<file path="config.mk">
export PLATFORM = sky130hd
export DESIGN_NAME = wb_pixel_packer
export DESIGN_NICKNAME = d
export VERILOG_FILES = /design/src/rtl/wbpk_pkg.sv /design/src/rtl/wbpk_fmt_decode.sv /design/src/rtl/wbpk_chan_pack.sv /design/src/rtl/wbpk_lane_gate.sv /design/src/rtl/wbpk_out_stage.sv /design/src/rtl/wb_pixel_packer.sv
export SDC_FILE = /design/constraint.sdc
export NUM_CORES = 1
export LEC_CHECK = 0
export ABC_AREA = 0
export BUFFER_PORTS_ARGS = -buffer_cell sky130_fd_sc_hd__buf_2
export CORE_MARGIN = 2
export CORE_UTILIZATION = 49
export CTS_CLUSTER_DIAMETER = 50
export DETAILED_ROUTE_END_ITERATION = 10
export HOLD_SLACK_MARGIN = 0.06
export PLACE_DENSITY = 0.78
export SLEW_MARGIN = 20
export SYNTH_ARGS = -nofsm -noshare
export SYNTH_HDL_FRONTEND = slang
export SYNTH_HIERARCHICAL = 1
export SYNTH_SLANG_ARGS = --single-unit
</file>
<file path="constraint.sdc">
create_clock -name clk -period 1.8 [get_ports clk]
set_clock_uncertainty 0.15 [all_clocks]
set_input_delay 0 -clock clk [delete_from_list [all_inputs] [get_ports clk]]
set_output_delay 0 -clock clk [all_outputs]
set_load 0.05 [all_outputs]
</file>
<file path="src/rtl/wbpk_pkg.sv">
package wbpk_pkg;

  localparam int CHAN_W = 8;
  localparam int LANES  = 4;
  localparam int WORD_W = CHAN_W * LANES;
  localparam int CNT_W  = $clog2(LANES) + 1;

  typedef enum logic [2:0] {
    LAY_4444 = 3'd0,
    LAY_565  = 3'd1,
    LAY_888  = 3'd2,
    LAY_8888 = 3'd3,
    LAY_RSVD = 3'd4
  } layout_e;

  typedef struct packed {
    layout_e          layout;
    logic             red_high;   // red sits above blue
    logic             alpha_low;  // alpha in the lowest field
    logic [CNT_W-1:0] nbytes;
  } fmt_info_t;

endpackage

</file>
<file path="src/rtl/wbpk_fmt_decode.sv">
module wbpk_fmt_decode
  import wbpk_pkg::*;
(
  input  logic [3:0] code,
  output fmt_info_t  info
);

  always_comb begin
    info.red_high  = code[0];
    info.alpha_low = code[1];
    unique case (code[3:2])
      2'b00: info.layout = LAY_4444;
      2'b01: info.layout = code[1] ? LAY_565 : LAY_RSVD;
      2'b10: info.layout = code[1] ? LAY_RSVD : LAY_888;
      default: info.layout = LAY_8888;
    endcase
    unique case (info.layout)
      LAY_4444, LAY_565: info.nbytes = CNT_W'(2);
      LAY_888:           info.nbytes = CNT_W'(3);
      default:           info.nbytes = CNT_W'(4);
    endcase
  end

endmodule

</file>
<file path="src/rtl/wbpk_chan_pack.sv">
module wbpk_chan_pack
  import wbpk_pkg::*;
(
  input  fmt_info_t         info,
  input  logic [CHAN_W-1:0] r,
  input  logic [CHAN_W-1:0] g,
  input  logic [CHAN_W-1:0] b,
  input  logic [CHAN_W-1:0] a,
  input  logic              alpha_en,
  input  logic              alpha_inv,
  output logic [WORD_W-1:0] word,
  output logic [LANES-1:0]  keep
);

  localparam int N4  = CHAN_W / 2;
  localparam int N5  = CHAN_W - 3;
  localparam int N6  = CHAN_W - 2;
  localparam int H16 = 2 * CHAN_W;
  localparam int H24 = 3 * CHAN_W;

  logic [CHAN_W-1:0] av, hi, lo;

  always_comb begin
    if (alpha_en) av = a ^ {CHAN_W{alpha_inv}};
    else          av = {CHAN_W{alpha_inv}};
    hi = info.red_high ? r : b;
    lo = info.red_high ? b : r;
  end

  always_comb begin
    word = '0;
    unique case (info.layout)
      LAY_8888:
        word = info.alpha_low ? {hi, g, lo, av} : {av, hi, g, lo};
      LAY_888:
        word = {{(WORD_W-H24){1'b0}}, hi, g, lo};
      LAY_565:
        word = {{(WORD_W-H16){1'b0}},
                hi[CHAN_W-1 -: N5], g[CHAN_W-1 -: N6], lo[CHAN_W-1 -: N5]};
      LAY_4444:
        word = info.alpha_low
             ? {{(WORD_W-H16){1'b0}}, hi[CHAN_W-1 -: N4], g[CHAN_W-1 -: N4],
                lo[CHAN_W-1 -: N4], av[CHAN_W-1 -: N4]}
             : {{(WORD_W-H16){1'b0}}, av[CHAN_W-1 -: N4], hi[CHAN_W-1 -: N4],
                g[CHAN_W-1 -: N4], lo[CHAN_W-1 -: N4]};
      default: word = '0;
    endcase
  end

  for (genvar i = 0; i < LANES; i++) begin : g_keep
    assign keep[i] = (CNT_W'(i) < info.nbytes);
  end

endmodule

</file>
<file path="src/rtl/wbpk_lane_gate.sv">
module wbpk_lane_gate
  import wbpk_pkg::*;
(
  input  logic             clk,
  input  logic             rst_n,
  input  logic             advance,
  input  logic             sof,
  input  logic [CNT_W-1:0] nbytes,
  input  logic [LANES-1:0] keep,
  input  logic [LANES-1:0] byte_en,
  output logic [LANES-1:0] wmask
);

  localparam int OFF_W = $clog2(LANES);

  logic [OFF_W-1:0] off_q, base;

  assign base = sof ? '0 : off_q;

  for (genvar i = 0; i < LANES; i++) begin : g_lane
    logic [OFF_W-1:0] pos;
    assign pos      = base + OFF_W'(i);
    assign wmask[i] = keep[i] & byte_en[pos];
  end

  always_ff @(posedge clk or negedge rst_n) begin
    if (!rst_n)       off_q <= '0;
    else if (advance) off_q <= base + nbytes[OFF_W-1:0];
  end

endmodule

</file>
<file path="src/rtl/wbpk_out_stage.sv">
module wbpk_out_stage
  import wbpk_pkg::*;
(
  input  logic              clk,
  input  logic              rst_n,
  input  logic              in_valid,
  output logic              in_ready,
  input  logic [WORD_W-1:0] in_word,
  input  logic [LANES-1:0]  in_keep,
  input  logic [LANES-1:0]  in_wmask,
  output logic              out_valid,
  input  logic              out_ready,
  output logic [WORD_W-1:0] out_word,
  output logic [LANES-1:0]  out_keep,
  output logic [LANES-1:0]  out_wmask
);

  logic load;

  assign in_ready = !out_valid || out_ready;
  assign load     = in_valid && in_ready;

  always_ff @(posedge clk or negedge rst_n) begin
    if (!rst_n) begin
      out_valid <= 1'b0;
      out_word  <= '0;
      out_keep  <= '0;
      out_wmask <= '0;
    end else if (load) begin
      out_valid <= 1'b1;
      out_word  <= in_word;
      out_keep  <= in_keep;
      out_wmask <= in_wmask;
    end else if (out_ready) begin
      out_valid <= 1'b0;
    end
  end

  AST_STALL_FROZEN: assert property (@(posedge clk) disable iff (!rst_n)
    out_valid && !out_ready |=> out_valid && $stable(out_word) &&
    $stable(out_keep) && $stable(out_wmask));

  AST_ACCEPT_GIVES_BEAT: assert property (@(posedge clk) disable iff (!rst_n)
    in_valid && in_ready |=> out_valid);

  AST_KEEP_SHAPE: assert property (@(posedge clk) disable iff (!rst_n)
    out_valid |-> (out_keep == 4'b0011 || out_keep == 4'b0111 ||
                   out_keep == 4'b1111));

endmodule

</file>
<file path="src/rtl/wb_pixel_packer.sv">
module wb_pixel_packer
  import wbpk_pkg::*;
(
  input  logic              clk,
  input  logic              rst_n,
  input  logic [3:0]        cfg_fmt,
  input  logic              cfg_alpha_en,
  input  logic              cfg_alpha_inv,
  input  logic [LANES-1:0]  cfg_byte_en,
  input  logic              in_valid,
  output logic              in_ready,
  input  logic              in_sof,
  input  logic [CHAN_W-1:0] in_r,
  input  logic [CHAN_W-1:0] in_g,
  input  logic [CHAN_W-1:0] in_b,
  input  logic [CHAN_W-1:0] in_a,
  output logic              out_valid,
  input  logic              out_ready,
  output logic [WORD_W-1:0] out_data,
  output logic [LANES-1:0]  out_keep,
  output logic [LANES-1:0]  out_wmask
);

  fmt_info_t         info;
  logic [WORD_W-1:0] word;
  logic [LANES-1:0]  keep, wmask;
  logic              accept;

  assign accept = in_valid && in_ready;

  wbpk_fmt_decode u_dec (
    .code (cfg_fmt),
    .info (info)
  );

  wbpk_chan_pack u_pack (
    .info      (info),
    .r         (in_r),
    .g         (in_g),
    .b         (in_b),
    .a         (in_a),
    .alpha_en  (cfg_alpha_en),
    .alpha_inv (cfg_alpha_inv),
    .word      (word),
    .keep      (keep)
  );

  wbpk_lane_gate u_gate (
    .clk     (clk),
    .rst_n   (rst_n),
    .advance (accept),
    .sof     (in_sof),
    .nbytes  (info.nbytes),
    .keep    (keep),
    .byte_en (cfg_byte_en),
    .wmask   (wmask)
  );

  wbpk_out_stage u_out (
    .clk       (clk),
    .rst_n     (rst_n),
    .in_valid  (in_valid),
    .in_ready  (in_ready),
    .in_word   (word),
    .in_keep   (keep),
    .in_wmask  (wmask),
    .out_valid (out_valid),
    .out_ready (out_ready),
    .out_word  (out_data),
    .out_keep  (out_keep),
    .out_wmask (out_wmask)
  );

  AST_MASK_WITHIN_KEEP: assert property (@(posedge clk) disable iff (!rst_n)
    out_valid |-> ((out_wmask & ~out_keep) == '0));

endmodule

</file>
==> results of run 1 <==
==> cell type report <==
cell class | instances | share of cell area [%]
Clock buffer | 5 | 1.63
Clock inverter | 3 | 1.04
Inverter | 4 | 0.355
Multi-Input combinational cell | 260 | 51.2
Sequential cell | 43 | 25.4
Tap cell | 96 | 2.84
Timing Repair Buffer | 120 | 17.5
==> timing repair <==
| item | 4_1_cts | 5_1_grt |
|---|---|---|
| endpoints found under the setup margin | 0 | 0 |
| hold endpoints to repair | 40 | 0 |
| hold buffers | 3 | 0 |
==> cell families (layout without fill, tap and decap cells) <==
| group | count (synthesis) | count (layout) | synth area share [%] |
|---|---|---|---|
| buffers and inverters | 32 | 132 | 7.01 |
| muxes | 61 | 61 | 24.8 |
| xor gates and xnor gates | 11 | 11 | 2.77 |
| DFF | 43 | 43 | 30.9 |
| AOI/OAI and AO/OA | 99 | 99 | 20.6 |
| and+or+nand+nor | 89 | 89 | 13.9 |
==> power groups by stage <==
stage / logic, mW / registers [mW] / clock network, mW
5_1_grt: 1.80 / 1.23 / 0.822
6_report: 1.70 / 1.22 / 0.764
2_1_floorplan: 0.722 / 1.76 / 0
3_5_place_dp: 1.69 / 1.23 / 0
4_1_cts: 1.70 / 1.22 / 0.795
3_3_place_gp: 1.66 / 1.23 / 0
==> sequential cells by signal, summed over array words and instances (netlist names) <==
name,count
u_out/out_keep,4
u_out/out_word,32
u_gate/off_q,2
u_out/out_wmask,4
u_out/out_valid,1
==> tightest hold or removal path, delay by kind of cell <==
family,cells,cell delay [ns]
AOI/OAI and AO/OA,2,0.22
muxes,1,0.15
buffers and inverters,1,0.11
==> metrics by stage <==
step                total power [mW]  cells  worst slack, ns  instance area, sq um
floorplan                       2.49    335           0.0304                  3480
detailed placement              2.92    520           0.0200                  4090
global route                    3.85    531           0.0418                  4230
finish                          3.68    531           0.0725                  4230
global placement                2.89    520           0.0527                  4090
CTS                             3.71    531           0.0810                  4230
==> how the worst max path moves through the flow <==
stage / to / startpoint / cells past startpoint / slack [ns]
after CTS: u_out/out_wmask[0] / u_gate/off_q[1] / 4 / 0.08
final: u_out/out_wmask[0] / u_gate/off_q[1] / 4 / 0.07
after floorplan: u_out/out_keep[0] / u_out/out_valid / 4 / 0.03
after detailed placement: u_out/out_word[15] / cfg_fmt[2] / 9 / 0.02
after global routing: u_out/out_wmask[2] / u_gate/off_q[0] / 4 / 0.04
after global placement: u_out/out_word[15] / cfg_fmt[2] / 9 / 0.05
==> metal layers <==
layer	part of all wire (%)	vias up	track usage, %
met5	0	-	0
met4	2.1	0	6.47
met3	6.5	18	4.94
met2	48	108	40.5
met1	43	1426	32.3
li1	-	1442	-
==> layout by cell type, fill, tap and decap left out, types with 7 or more instances in the layout <==
cell and n:
sky130_fd_sc_hd__nor2_1 34, sky130_fd_sc_hd__a31oi_1 10, sky130_fd_sc_hd__nand2_1 16, sky130_fd_sc_hd__a211o_1 7
sky130_fd_sc_hd__mux2_4 43, sky130_fd_sc_hd__nand2b_1 8, sky130_fd_sc_hd__buf_4 25, sky130_fd_sc_hd__a211oi_2 8
sky130_fd_sc_hd__mux2i_1 14, sky130_fd_sc_hd__dfrtp_1 43, sky130_fd_sc_hd__xnor2_1 8, sky130_fd_sc_hd__a211oi_1 8
sky130_fd_sc_hd__a21oi_1 27, sky130_fd_sc_hd__a22oi_1 7, sky130_fd_sc_hd__buf_2 88
==> out/results.txt, run 1 <==
R2R depth: 4
Class of the most critical setup path: register to register
Number of synthesized flops with an enable pin: 0
Layout cell share with drive strength beyond 1: 44.1%
Switching component of the power: 1.52 mW
Final max-slew violation count: 0
Most used flip-flop cell after synthesis: sky130_fd_sc_hd__dfrtp_1
Iteration count of the initial detailed-routing pass: 4
Standby leakage power: 2.08 nW
Bufs and invs on worst path: 0
Max Cap Viol: 0
R2R Setup Slk: 0.07 ns
NumNets Final: 481
Largest incremental delay on the critical path: 0.51 ns
Post-layout util: 61.9%
Post-synthesis instance area: 3480 sq um
Proportion of power drawn by combinational gates: 46.2%
Share of synthesized registers carrying an async set or reset: 100%
Antenna cell count: 0
Final setup TNS: 0 ns
Top Ports: 89
Share of the yosys chip area belonging to registers: 30.9%
Startpoint types: register
Sum of routed wire length over all layers: 9230 um
Slowest cell on the critical path: sky130_fd_sc_hd__mux4_2
Setup bufs post-CTS: 0
Initial standard-cell utilization of the core: 51.0%
Areal power density over the cells: 871 nW/um^2
Clock tree from TritonCTS: done
Switching part of the total: 41.2%
Worst reg2reg endpoint: u_out/out_wmask[0]
H-tree Lvls: 2
Highest net fanout along the worst path: 4
Gate count of the mapped netlist: 335
Transition at the pin with the smallest max-transition slack: 0.662 ns
Outcome: finished clean
Clock latency on the worst-skew pair: 0.29 ns
Filler instances: 583
Max Buffers Root-to-Sink: 2
Routed length per instance: 17.4 um
Hold EP: u_out/out_wmask[3]
Via count of the first global-routing pass: 2941
Critical path cell sequence: nand2b_4 -> mux4_2 -> and2_1 -> mux2_4
Clock transition at path regs: 0.09 ns
DRC marker count from the first detailed-route iteration: 213
RSZ-0062 raised after global routing: no
Clk pwr share: 20.8%
Vertical die dimension: 88.3 um
Crit share post-route: 96.0%
Residual antenna-violating net count after detailed routing: 0
Cell-internal power: 2.16 mW
Inserted Clock Buffers: 5
Family with the most delay on the worst path: multiplexers
Total track usage: 24.3%
Multi-input gate area in the final layout: 2170 sq um
IR Drop Worst-Case VDD: 0.509 mV
Detailed-route DRC error count: 0
Cell types with the largest area share after synthesis: sky130_fd_sc_hd__dfrtp_1 31%, sky130_fd_sc_hd__mux2_4 19%, sky130_fd_sc_hd__mux2i_1 4.0%
CTS resizes: 0
Startpoint of the worst hold path: cfg_byte_en[1]
Die width: 88.3 um
Routability-driven placement congestion ratio: 0.916
Required time reported for the critical path endpoint: 1.83 ns
Mean cell area of the mapped netlist: 10.4 sq um
Half-perimeter wire length after detailed placement: 7230 um
Seq cells post-synth: 43
Min-delay worst type: input port to register
Worst slew slack as a fraction of its limit: 55.9%
Number of warnings issued by yosys: 6
Total via count after detailed routing: 2994
Proportion of power drawn by flip-flops and latches: 33.0%
Crit. End Element: register
Hold Slack: 0.0638 ns
Final critical delay including setup and external delays: 1.73 ns
Area growth from synthesis to layout: 21.5%
Floorplan core area: 6830 sq um
Cell Rows: 30
Top cell type's share of synthesized area: 30.9%
Initial antenna violation count: 0
Total overflow reported by the global router: 0
Largest area contributor in the synthesized netlist: sky130_fd_sc_hd__dfrtp_1
Arrival time of data at the critical path endpoint: 1.76 ns
Reg area: 1080 sq um
Critical R2R Launch: u_gate/off_q[1]
Number of port buffers: 88
Post-Synthesis Net Count: 382
Netlist cell types: 57
Count of final hold-check violations: 0
Highest clock frequency the design can meet: 0.579 GHz
Library cell used as clock root buffer: sky130_fd_sc_hd__clkbuf_8
Leading cell types by count after synthesis: 43 x sky130_fd_sc_hd__dfrtp_1, 43 x sky130_fd_sc_hd__mux2_4, 35 x sky130_fd_sc_hd__nor2_1
Setup violations, final: 0
Depth of the worst hold-timing path: 4
Die area: 7790 sq um
First-pass GRT wire length: 14800 um
Per-cell via count in the routed design: 5.64
Maximum number of pins on one net before global-route repair: 29
Sinks on Clock Net: 43
Note: power is estimated with default switching activity, not from simulation.
==> inputs of run 2 (changes only) <==
--- a/config.mk
+++ b/config.mk
@@ -8,13 +8,12 @@
 export ABC_AREA = 0
 export BUFFER_PORTS_ARGS = -buffer_cell sky130_fd_sc_hd__buf_2
 export CORE_MARGIN = 2
-export CORE_UTILIZATION = 49
-export CTS_CLUSTER_DIAMETER = 50
+export CORE_UTILIZATION = 47
+export CTS_CLUSTER_DIAMETER = 40
 export DETAILED_ROUTE_END_ITERATION = 10
 export HOLD_SLACK_MARGIN = 0.06
-export PLACE_DENSITY = 0.78
+export PLACE_DENSITY = 0.77
 export SLEW_MARGIN = 20
 export SYNTH_ARGS = -nofsm -noshare
 export SYNTH_HDL_FRONTEND = slang
-export SYNTH_HIERARCHICAL = 1
 export SYNTH_SLANG_ARGS = --single-unit
==> constraint.sdc (replaced) <==
create_clock -name clk -period 1.8 [get_ports clk]
set_clock_uncertainty 0.15 [all_clocks]
set_input_delay 0.09 -clock clk [delete_from_list [all_inputs] [get_ports clk]]
set_output_delay 0.09 -clock clk [all_outputs]
set_load 0.05 [all_outputs]
==> out/results.txt, run 2 <==
Worst slew slack as a fraction of its limit: 56.2% (was 55.9%)
Die width: 82.2 um (was 88.3 um)
Min-delay worst type: input port to register (unchanged)
Iteration count of the initial detailed-routing pass: 5 (was 4)
Gate count of the mapped netlist: 328 (was 335)
Clock transition at path regs: 0.09 ns (about the same)
Clock latency on the worst-skew pair: 0.29 ns (about the same)
Critical path cell sequence: dlygate4sd3_1 -> buf_2 -> a221o_1 -> dlygate4sd3_1 -> a22o_1 (was nand2b_4 -> mux4_2 -> and2_1 -> mux2_4)
Total via count after detailed routing: 3061 (was 2994)
Floorplan core area: 5920 sq um (was 6830 sq um)
Per-cell via count in the routed design: 5.89 (was 5.64)
Share of the yosys chip area belonging to registers: 36.6% (was 30.9%)
Most common cell in the netlist: sky130_fd_sc_hd__nand2_1
Antenna cell count: 0 (unchanged)
Count of final hold-check violations: 0 (unchanged)
Top flop regs: u_out.out_word x32, u_out.out_wmask x4, u_out.out_keep x3 (was u_out/out_word x32, u_out/out_keep x4, u_out/out_wmask x4)
Netlist cell types: 51 (was 57)
Routability-driven placement congestion ratio: 0.911 (was 0.916)
Cell with the most instances on the worst path: sky130_fd_sc_hd__dlygate4sd3_1
Flip-flop count of the largest register, all copies and words added: 32 (unchanged)
First-pass GRT wire length: 14500 um (was 14800 um)
Sum of routed wire length over all layers: 9280 um (was 9230 um)
Largest area contributor in the synthesized netlist: sky130_fd_sc_hd__dfrtp_1 (unchanged)
Layout cell share with drive strength beyond 1: 34.8% (was 44.1%)
Arrival time of data at the critical path endpoint: 1.81 ns (was 1.76 ns)
Detailed-route DRC error count: 0 (unchanged)
Area growth from synthesis to layout: 30.9% (was 21.5%)
Maximum number of pins on one net before global-route repair: 24 (was 29)
Outcome: finished clean (unchanged)
RSZ-0062 raised after global routing: no (unchanged)
Bufs and invs on worst path: 3 (was 0)
Family with the most delay on the worst path: buffers and inverters (was multiplexers)
Required time reported for the critical path endpoint: 1.85 ns (was 1.83 ns)
Mean cell area of the mapped netlist: 8.76 sq um (was 10.4 sq um)
Total overflow reported by the global router: 0 (unchanged)
Cell types with the largest area share after synthesis: sky130_fd_sc_hd__dfrtp_1 37%, sky130_fd_sc_hd__nand2_1 7.3%, sky130_fd_sc_hd__a22o_1 6.4% (was sky130_fd_sc_hd__dfrtp_1 31%, sky130_fd_sc_hd__mux2_4 19%, sky130_fd_sc_hd__mux2i_1 4.0%)
Half-perimeter wire length after detailed placement: 7270 um (was 7230 um)
H-tree Lvls: 2 (unchanged)
Post-place instance area: 3530 sq um (was 4090 sq um)
Number of port buffers: 88 (unchanged)
Post-Synthesis Net Count: 376 (was 382)
Number of warnings issued by yosys: 0 (was 6)
Routed length per instance: 17.8 um (was 17.4 um)
Final Instance Area: 3760 sq um (was 4230 sq um)
Final max-slew violation count: 0 (unchanged)
Die area: 6760 sq um (was 7790 sq um)
Number of synthesized flops with an enable pin: 0 (unchanged)
Transition at the pin with the smallest max-transition slack: 0.639 ns (was 0.662 ns)
Max Buffers Root-to-Sink: 2 (unchanged)
Largest register by flop count: u_out.out_word (was u_out/out_word)
Setup violations, final: 0 (unchanged)
Post-Place Setup Slack: 0.00964 ns (was 0.0200 ns)
NumNets Final: 492 (was 481)
Post-synthesis instance area: 2870 sq um (was 3480 sq um)
Initial antenna violation count: 0 (unchanged)
Class of the most critical setup path: input port to register (was register to register)
Final setup TNS: 0 ns (unchanged)
Seq cells post-synth: 42 (was 43)
Sinks on Clock Net: 42 (was 43)
Top Ports: 89 (unchanged)
Top cell type's share of synthesized area: 36.6% (was 30.9%)
Max Cap Viol: 0 (unchanged)
Inserted Clock Buffers: 5 (unchanged)
Startpoint types: input port (was register)
Highest net fanout along the worst path: 3 (was 4)
Initial standard-cell utilization of the core: 48.5% (was 51.0%)
Crit share post-route: 97.6% (was 96.0%)
Leading cell types by count after synthesis: 56 x sky130_fd_sc_hd__nand2_1, 42 x sky130_fd_sc_hd__dfrtp_1, 28 x sky130_fd_sc_hd__o21ai_0 (was 43 x sky130_fd_sc_hd__dfrtp_1, 43 x sky130_fd_sc_hd__mux2_4, 35 x sky130_fd_sc_hd__nor2_1)
Worst setup margin: 0.0424 ns (was 0.0725 ns)
Cell Rows: 28 (was 30)
Largest incremental delay on the critical path: 0.56 ns (was 0.51 ns)
Most used flip-flop cell after synthesis: sky130_fd_sc_hd__dfrtp_1 (unchanged)
DRC marker count from the first detailed-route iteration: 348 (was 213)
Clock tree from TritonCTS: done (unchanged)
Total track usage: 28.8% (was 24.3%)
Crit. End Element: register (unchanged)
Vertical die dimension: 82.2 um (was 88.3 um)
Leading cell type in the layout, fill and taps excluded: sky130_fd_sc_hd__buf_2 (unchanged)
Commonest cells after routing, fill and taps aside: 88 x sky130_fd_sc_hd__buf_2, 54 x sky130_fd_sc_hd__nand2_1, 41 x sky130_fd_sc_hd__dfrtp_1, 32 x sky130_fd_sc_hd__buf_4, 28 x sky130_fd_sc_hd__o21ai_0 (was 88 x sky130_fd_sc_hd__buf_2, 43 x sky130_fd_sc_hd__dfrtp_1, 43 x sky130_fd_sc_hd__mux2_4, 34 x sky130_fd_sc_hd__nor2_1, 27 x sky130_fd_sc_hd__a21oi_1)
Areal power density over the cells: 827 nW/um^2 (was 871 nW/um^2)
Final critical delay including setup and external delays: 1.76 ns (was 1.73 ns)
Highest clock frequency the design can meet: 0.569 GHz (was 0.579 GHz)
Slowest cell on the critical path: sky130_fd_sc_hd__dlygate4sd3_1 (was sky130_fd_sc_hd__mux4_2)
Share of synthesized registers carrying an async set or reset: 100% (unchanged)
Standby leakage power: 1.88 nW (was 2.08 nW)
Residual antenna-violating net count after detailed routing: 0 (unchanged)
IR Drop Worst-Case VDD: 0.390 mV (was 0.509 mV)
Library cell used as clock root buffer: sky130_fd_sc_hd__clkbuf_8 (unchanged)
Via count of the first global-routing pass: 2823 (was 2941)
-- run 2: worst min-delay path, stage by stage --
cell and delay [ns]:
sky130_fd_sc_hd__buf_2 0.13, sky130_fd_sc_hd__nand2_1 0.05, sky130_fd_sc_hd__a21oi_1 0.06, sky130_fd_sc_hd__a21o_1 0.14
-- run 2: power by group --
part	total [mW]	internal (mW)	leakage, nW	switching, mW
Combinational	1.25	0.402	1.28	0.852
Sequential	1.13	1.06	0.540	0.0723
Clock	0.722	0.388	0.0575	0.334
-- run 2: metal layers --
metal  wire, um  vias to the layer above  global-route usage, %
met1       4060                     1439                   39.2
met4        275                        0                   11.3
li1           -                     1431                      -
met5          0                        -                      0
met2       4230                      168                   45.4
met3        718                       23                   4.78
-- run 2: cell type report --
class	instances	area (sq um)
Fill cell	518	2160
Multi-Input combinational cell	256	1660
Sequential cell	42	1050
Timing Repair Buffer	133	821
Clock buffer	8	110
Tap cell	75	93.8
Inverter	6	22.5
-- run 2: final timing paths --
kind | from | end | slack [ns] | cells past startpoint
max in group asynchronous | rst_n | u_out.out_valid | 0.80 | 3
min in group asynchronous | rst_n | u_out.out_word[29] | 0.15 | 2
worst max register to register | u_out.out_valid | u_out.out_word[8] | 0.18 | 5
worst min-delay path | in_g[2] | u_out.out_word[18] | 0.06 | 4
worst min register to register | u_out.out_keep[3] | u_out.out_keep[3] | 0.33 | 2
worst max-delay path | in_r[5] | u_out.out_word[13] | 0.04 | 5
-- run 2: timing repair --
action	4_1_cts	5_1_grt
gates resized for setup	0	1
endpoints found under the hold margin	35	0
hold buffers	12	0
endpoints found under the setup margin	0	1
setup buffers	0	0
-- run 2: through the flow --
| stage | hold slack (ns) | total power [mW] | instances | util [%] |
|---|---|---|---|---|
| after floorplan | -0.356 | 1.99 | 328 | - |
| after global placement | -0.0296 | 2.36 | 500 | 59.6 |
| after detailed placement | -0.0209 | 2.37 | 500 | 59.6 |
| after CTS | 0.0631 | 3.10 | 520 | 63.5 |
| after global routing | 0.0687 | 3.25 | 520 | 63.5 |
| final | 0.0579 | 3.11 | 520 | 63.5 |
-- run 2: kinds of logic (layout without fill, tap and decap cells) --
kind of cell / Yosys count / in the layout / share of synthesized area (%)
buffers and inverters: 30 / 147 / 6.01
xor gates and xnor gates: 9 / 9 / 3.00
adders and majority gates: 1 / 1 / 0.435
muxes: 20 / 20 / 7.84
AOI/OAI and AO/OA: 124 / 124 / 30.4
and+or+nand+nor: 102 / 102 / 15.7
DFF: 42 / 42 / 36.6
==> inputs of run 3 (changes only) <==
--- a/config.mk
+++ b/config.mk
@@ -9,10 +9,11 @@
 export BUFFER_PORTS_ARGS = -buffer_cell sky130_fd_sc_hd__buf_2
 export CORE_MARGIN = 2
 export CORE_UTILIZATION = 47
+export CTS_BUF_LIST = sky130_fd_sc_hd__clkbuf_4 sky130_fd_sc_hd__clkbuf_8 sky130_fd_sc_hd__clkbuf_16
 export CTS_CLUSTER_DIAMETER = 40
 export DETAILED_ROUTE_END_ITERATION = 10
 export HOLD_SLACK_MARGIN = 0.06
-export PLACE_DENSITY = 0.77
+export PLACE_DENSITY = 0.88
 export SLEW_MARGIN = 20
 export SYNTH_ARGS = -nofsm -noshare
 export SYNTH_HDL_FRONTEND = slang
==> out/results.txt, run 3 (same netlist as run 2, synthesis figures left out) <==
Outcome: finished clean (unchanged)
Die area: 6760 sq um (unchanged)
Family with the most delay on the worst path: buffers and inverters (unchanged)
Per-cell via count in the routed design: 5.91 (was 5.89)
Floorplan core area: 5920 sq um (unchanged)
Crit. End Element: register (unchanged)
Half-perimeter wire length after detailed placement: 6720 um (was 7270 um)
Flip-flop count of the largest register, all copies and words added: 32 (unchanged)
Initial antenna violation count: 0 (unchanged)
Beginning of the critical path: in_sof (was in_r[5])
Startpoint of the worst hold path: in_g[2] (unchanged)
Leading cell type in the layout, fill and taps excluded: sky130_fd_sc_hd__buf_2 (unchanged)
Final max-slew violation count: 0 (unchanged)
Post-layout util: 61.3% (was 63.5%)
Antenna cell count: 0 (unchanged)
Crit share post-route: 89.3% (was 97.6%)
Clock tree from TritonCTS: done (unchanged)
Commonest cells after routing, fill and taps aside: 88 x sky130_fd_sc_hd__buf_2, 55 x sky130_fd_sc_hd__nand2_1, 41 x sky130_fd_sc_hd__dfrtp_1, 28 x sky130_fd_sc_hd__o21ai_0 (was 88 x sky130_fd_sc_hd__buf_2, 54 x sky130_fd_sc_hd__nand2_1, 41 x sky130_fd_sc_hd__dfrtp_1, 32 x sky130_fd_sc_hd__buf_4, 28 x sky130_fd_sc_hd__o21ai_0)
Largest incremental delay on the critical path: 0.53 ns (was 0.56 ns)
IR Drop Worst-Case VDD: 0.427 mV (was 0.390 mV)
Multi-input gate area in the final layout: 1660 sq um (about the same)
CTS resizes: 0 (unchanged)
Clock transition at path regs: 0.08 ns (was 0.09 ns)
Routed length per instance: 17.5 um (was 17.8 um)
Hold Slack: 0.0622 ns (was 0.0579 ns)
R2R Setup Slk: 0.24 ns (was 0.18 ns)
Worst setup margin: 0.193 ns (was 0.0424 ns)
Worst reg2reg endpoint: u_gate.off_q[1] (was u_out.out_word[8])
Worst slew slack as a fraction of its limit: 68.8% (was 56.2%)
Class of the most critical setup path: input port to register (unchanged)
Cell-internal power: 1.74 mW (was 1.85 mW)
Filler instances: 532 (was 518)
Areal power density over the cells: 817 nW/um^2 (was 827 nW/um^2)
Inserted Clock Buffers: 5 (unchanged)
Proportion of power drawn by flip-flops and latches: 38.2% (was 36.5%)
Clock latency on the worst-skew pair: 0.29 ns (about the same)
First-pass GRT wire length: 14100 um (was 14500 um)
Largest register by flop count: u_out.out_word (unchanged)
DRC marker count from the first detailed-route iteration: 291 (was 348)
Iteration count of the initial detailed-routing pass: 5 (unchanged)
Max Buffers Root-to-Sink: 2 (unchanged)
Final non-filler cell total: 505 (was 520)
Post-Place Setup Slack: 0.0309 ns (was 0.00964 ns)
Startpoint types: input port (unchanged)
Initial standard-cell utilization of the core: 48.5% (unchanged)
Worst setup path endpoint: u_gate.off_q[1] (was u_out.out_word[13])
H-tree Lvls: 2 (unchanged)
Number of port buffers: 88 (unchanged)
Sum of routed wire length over all layers: 8820 um (was 9280 um)
Highest net fanout along the worst path: 8 (was 3)
Vertical die dimension: 82.2 um (unchanged)
Critical path cell sequence: dlygate4sd3_1 -> buf_2 -> nor2b_1 -> ha_1 -> xnor2_2 -> mux2i_1 -> o22a_1 (was dlygate4sd3_1 -> buf_2 -> a221o_1 -> dlygate4sd3_1 -> a22o_1)
Total via count after detailed routing: 2984 (was 3061)
Slowest cell on the critical path: sky130_fd_sc_hd__dlygate4sd3_1 (unchanged)
Total track usage: 27.4% (was 28.8%)
Cell Rows: 28 (unchanged)
Final setup TNS: 0 ns (unchanged)
Required time reported for the critical path endpoint: 1.83 ns (was 1.85 ns)
Switching part of the total: 41.3% (was 40.5%)
Area growth from synthesis to layout: 26.3% (was 30.9%)
Dpl cells: 490 (was 500)
Min-delay worst type: input port to register (unchanged)
R2R depth: 5 (unchanged)
Reg area: 1050 sq um (unchanged)
Library cell used as clock root buffer: sky130_fd_sc_hd__clkbuf_8 (unchanged)
Standby leakage power: 1.81 nW (was 1.88 nW)
Critical path depth in cells: 7 (was 5)
Final Power: 2.97 mW (was 3.11 mW)
Switching component of the power: 1.23 mW (was 1.26 mW)
Routability-driven placement congestion ratio: 0.980 (was 0.911)
Final Instance Area: 3630 sq um (was 3760 sq um)
Transition at the pin with the smallest max-transition slack: 0.455 ns (was 0.639 ns)
Via count of the first global-routing pass: 2901 (was 2823)
Setup bufs post-CTS: 0 (unchanged)
Maximum number of pins on one net before global-route repair: 34 (was 24)
Max Cap Viol: 0 (unchanged)
Layout cell share with drive strength beyond 1: 33.3% (was 34.8%)
Die width: 82.2 um (unchanged)
Total overflow reported by the global router: 0 (unchanged)
Arrival time of data at the critical path endpoint: 1.64 ns (was 1.81 ns)
RSZ-0062 raised after global routing: no (unchanged)
Post-place instance area: 3470 sq um (was 3530 sq um)
Critical R2R Launch: u_out.out_valid (unchanged)
Final critical delay including setup and external delays: 1.61 ns (was 1.76 ns)
Sinks on Clock Net: 42 (unchanged)
Proportion of power drawn by combinational gates: 41.2% (was 40.3%)
Bufs and invs on worst path: 2 (was 3)
Clk pwr share: 20.6% (was 23.2%)
Setup violations, final: 0 (unchanged)
Detailed-route DRC error count: 0 (unchanged)
Top Ports: 89 (unchanged)
NumNets Final: 478 (was 492)
Count of final hold-check violations: 0 (unchanged)
Residual antenna-violating net count after detailed routing: 0 (unchanged)
Highest clock frequency the design can meet: 0.622 GHz (was 0.569 GHz)
Total of hold buffers inserted after clock tree synthesis: 8 (was 12)
Top flop regs: u_out.out_word x32, u_out.out_wmask x4, u_out.out_keep x3 (unchanged)
run 3: cell count changes in the layout (fill, tap and decap cells not counted), sizes merged:
cell	delta
dlygate4sd3	-4
clkbuf	-1
buf	-10
run 3: power groups by stage:
stage	registers, mW	logic, mW	clock network [mW]
2_1_floorplan	1.54	0.454	0
3_3_place_gp	1.15	1.19	0
3_5_place_dp	1.15	1.20	0
4_1_cts	1.13	1.22	0.633
5_1_grt	1.15	1.31	0.658
6_report	1.13	1.22	0.612
run 3: routing by layer:
metal	track usage [%]	share of wire, %	vias up
li1	-	-	1397
met1	37.3	44	1426
met2	44.2	47	143
met3	4.02	7.0	18
met4	9.67	2.1	0
met5	0	0	-
run 3: cell type report:
cell class / count / share of cell area [%]
well taps: 75 / 2.58
multi-input cells: 256 / 45.7
inverters: 6 / 0.620
repair buffers: 119 / 19.8
clock buffers: 7 / 2.31
flip-flops and latches: 42 / 29.0
run 3: worst min path at each step:
stage | end | slack [ns] | cells after the start
after floorplan | u_gate.off_q[0] | -0.36 | 0
after global placement | u_out.out_word[10] | -0.09 | 1
after detailed placement | u_out.out_word[10] | -0.08 | 1
after CTS | u_out.out_word[17] | 0.06 | 4
after global routing | u_out.out_word[9] | 0.08 | 4
final | u_out.out_word[10] | 0.06 | 4
run 3: tightest hold or removal path: stages:
cell                       delay (ns)
sky130_fd_sc_hd__buf_2           0.11
sky130_fd_sc_hd__a221oi_2        0.06
sky130_fd_sc_hd__nor2_1          0.09
sky130_fd_sc_hd__a22o_1          0.12
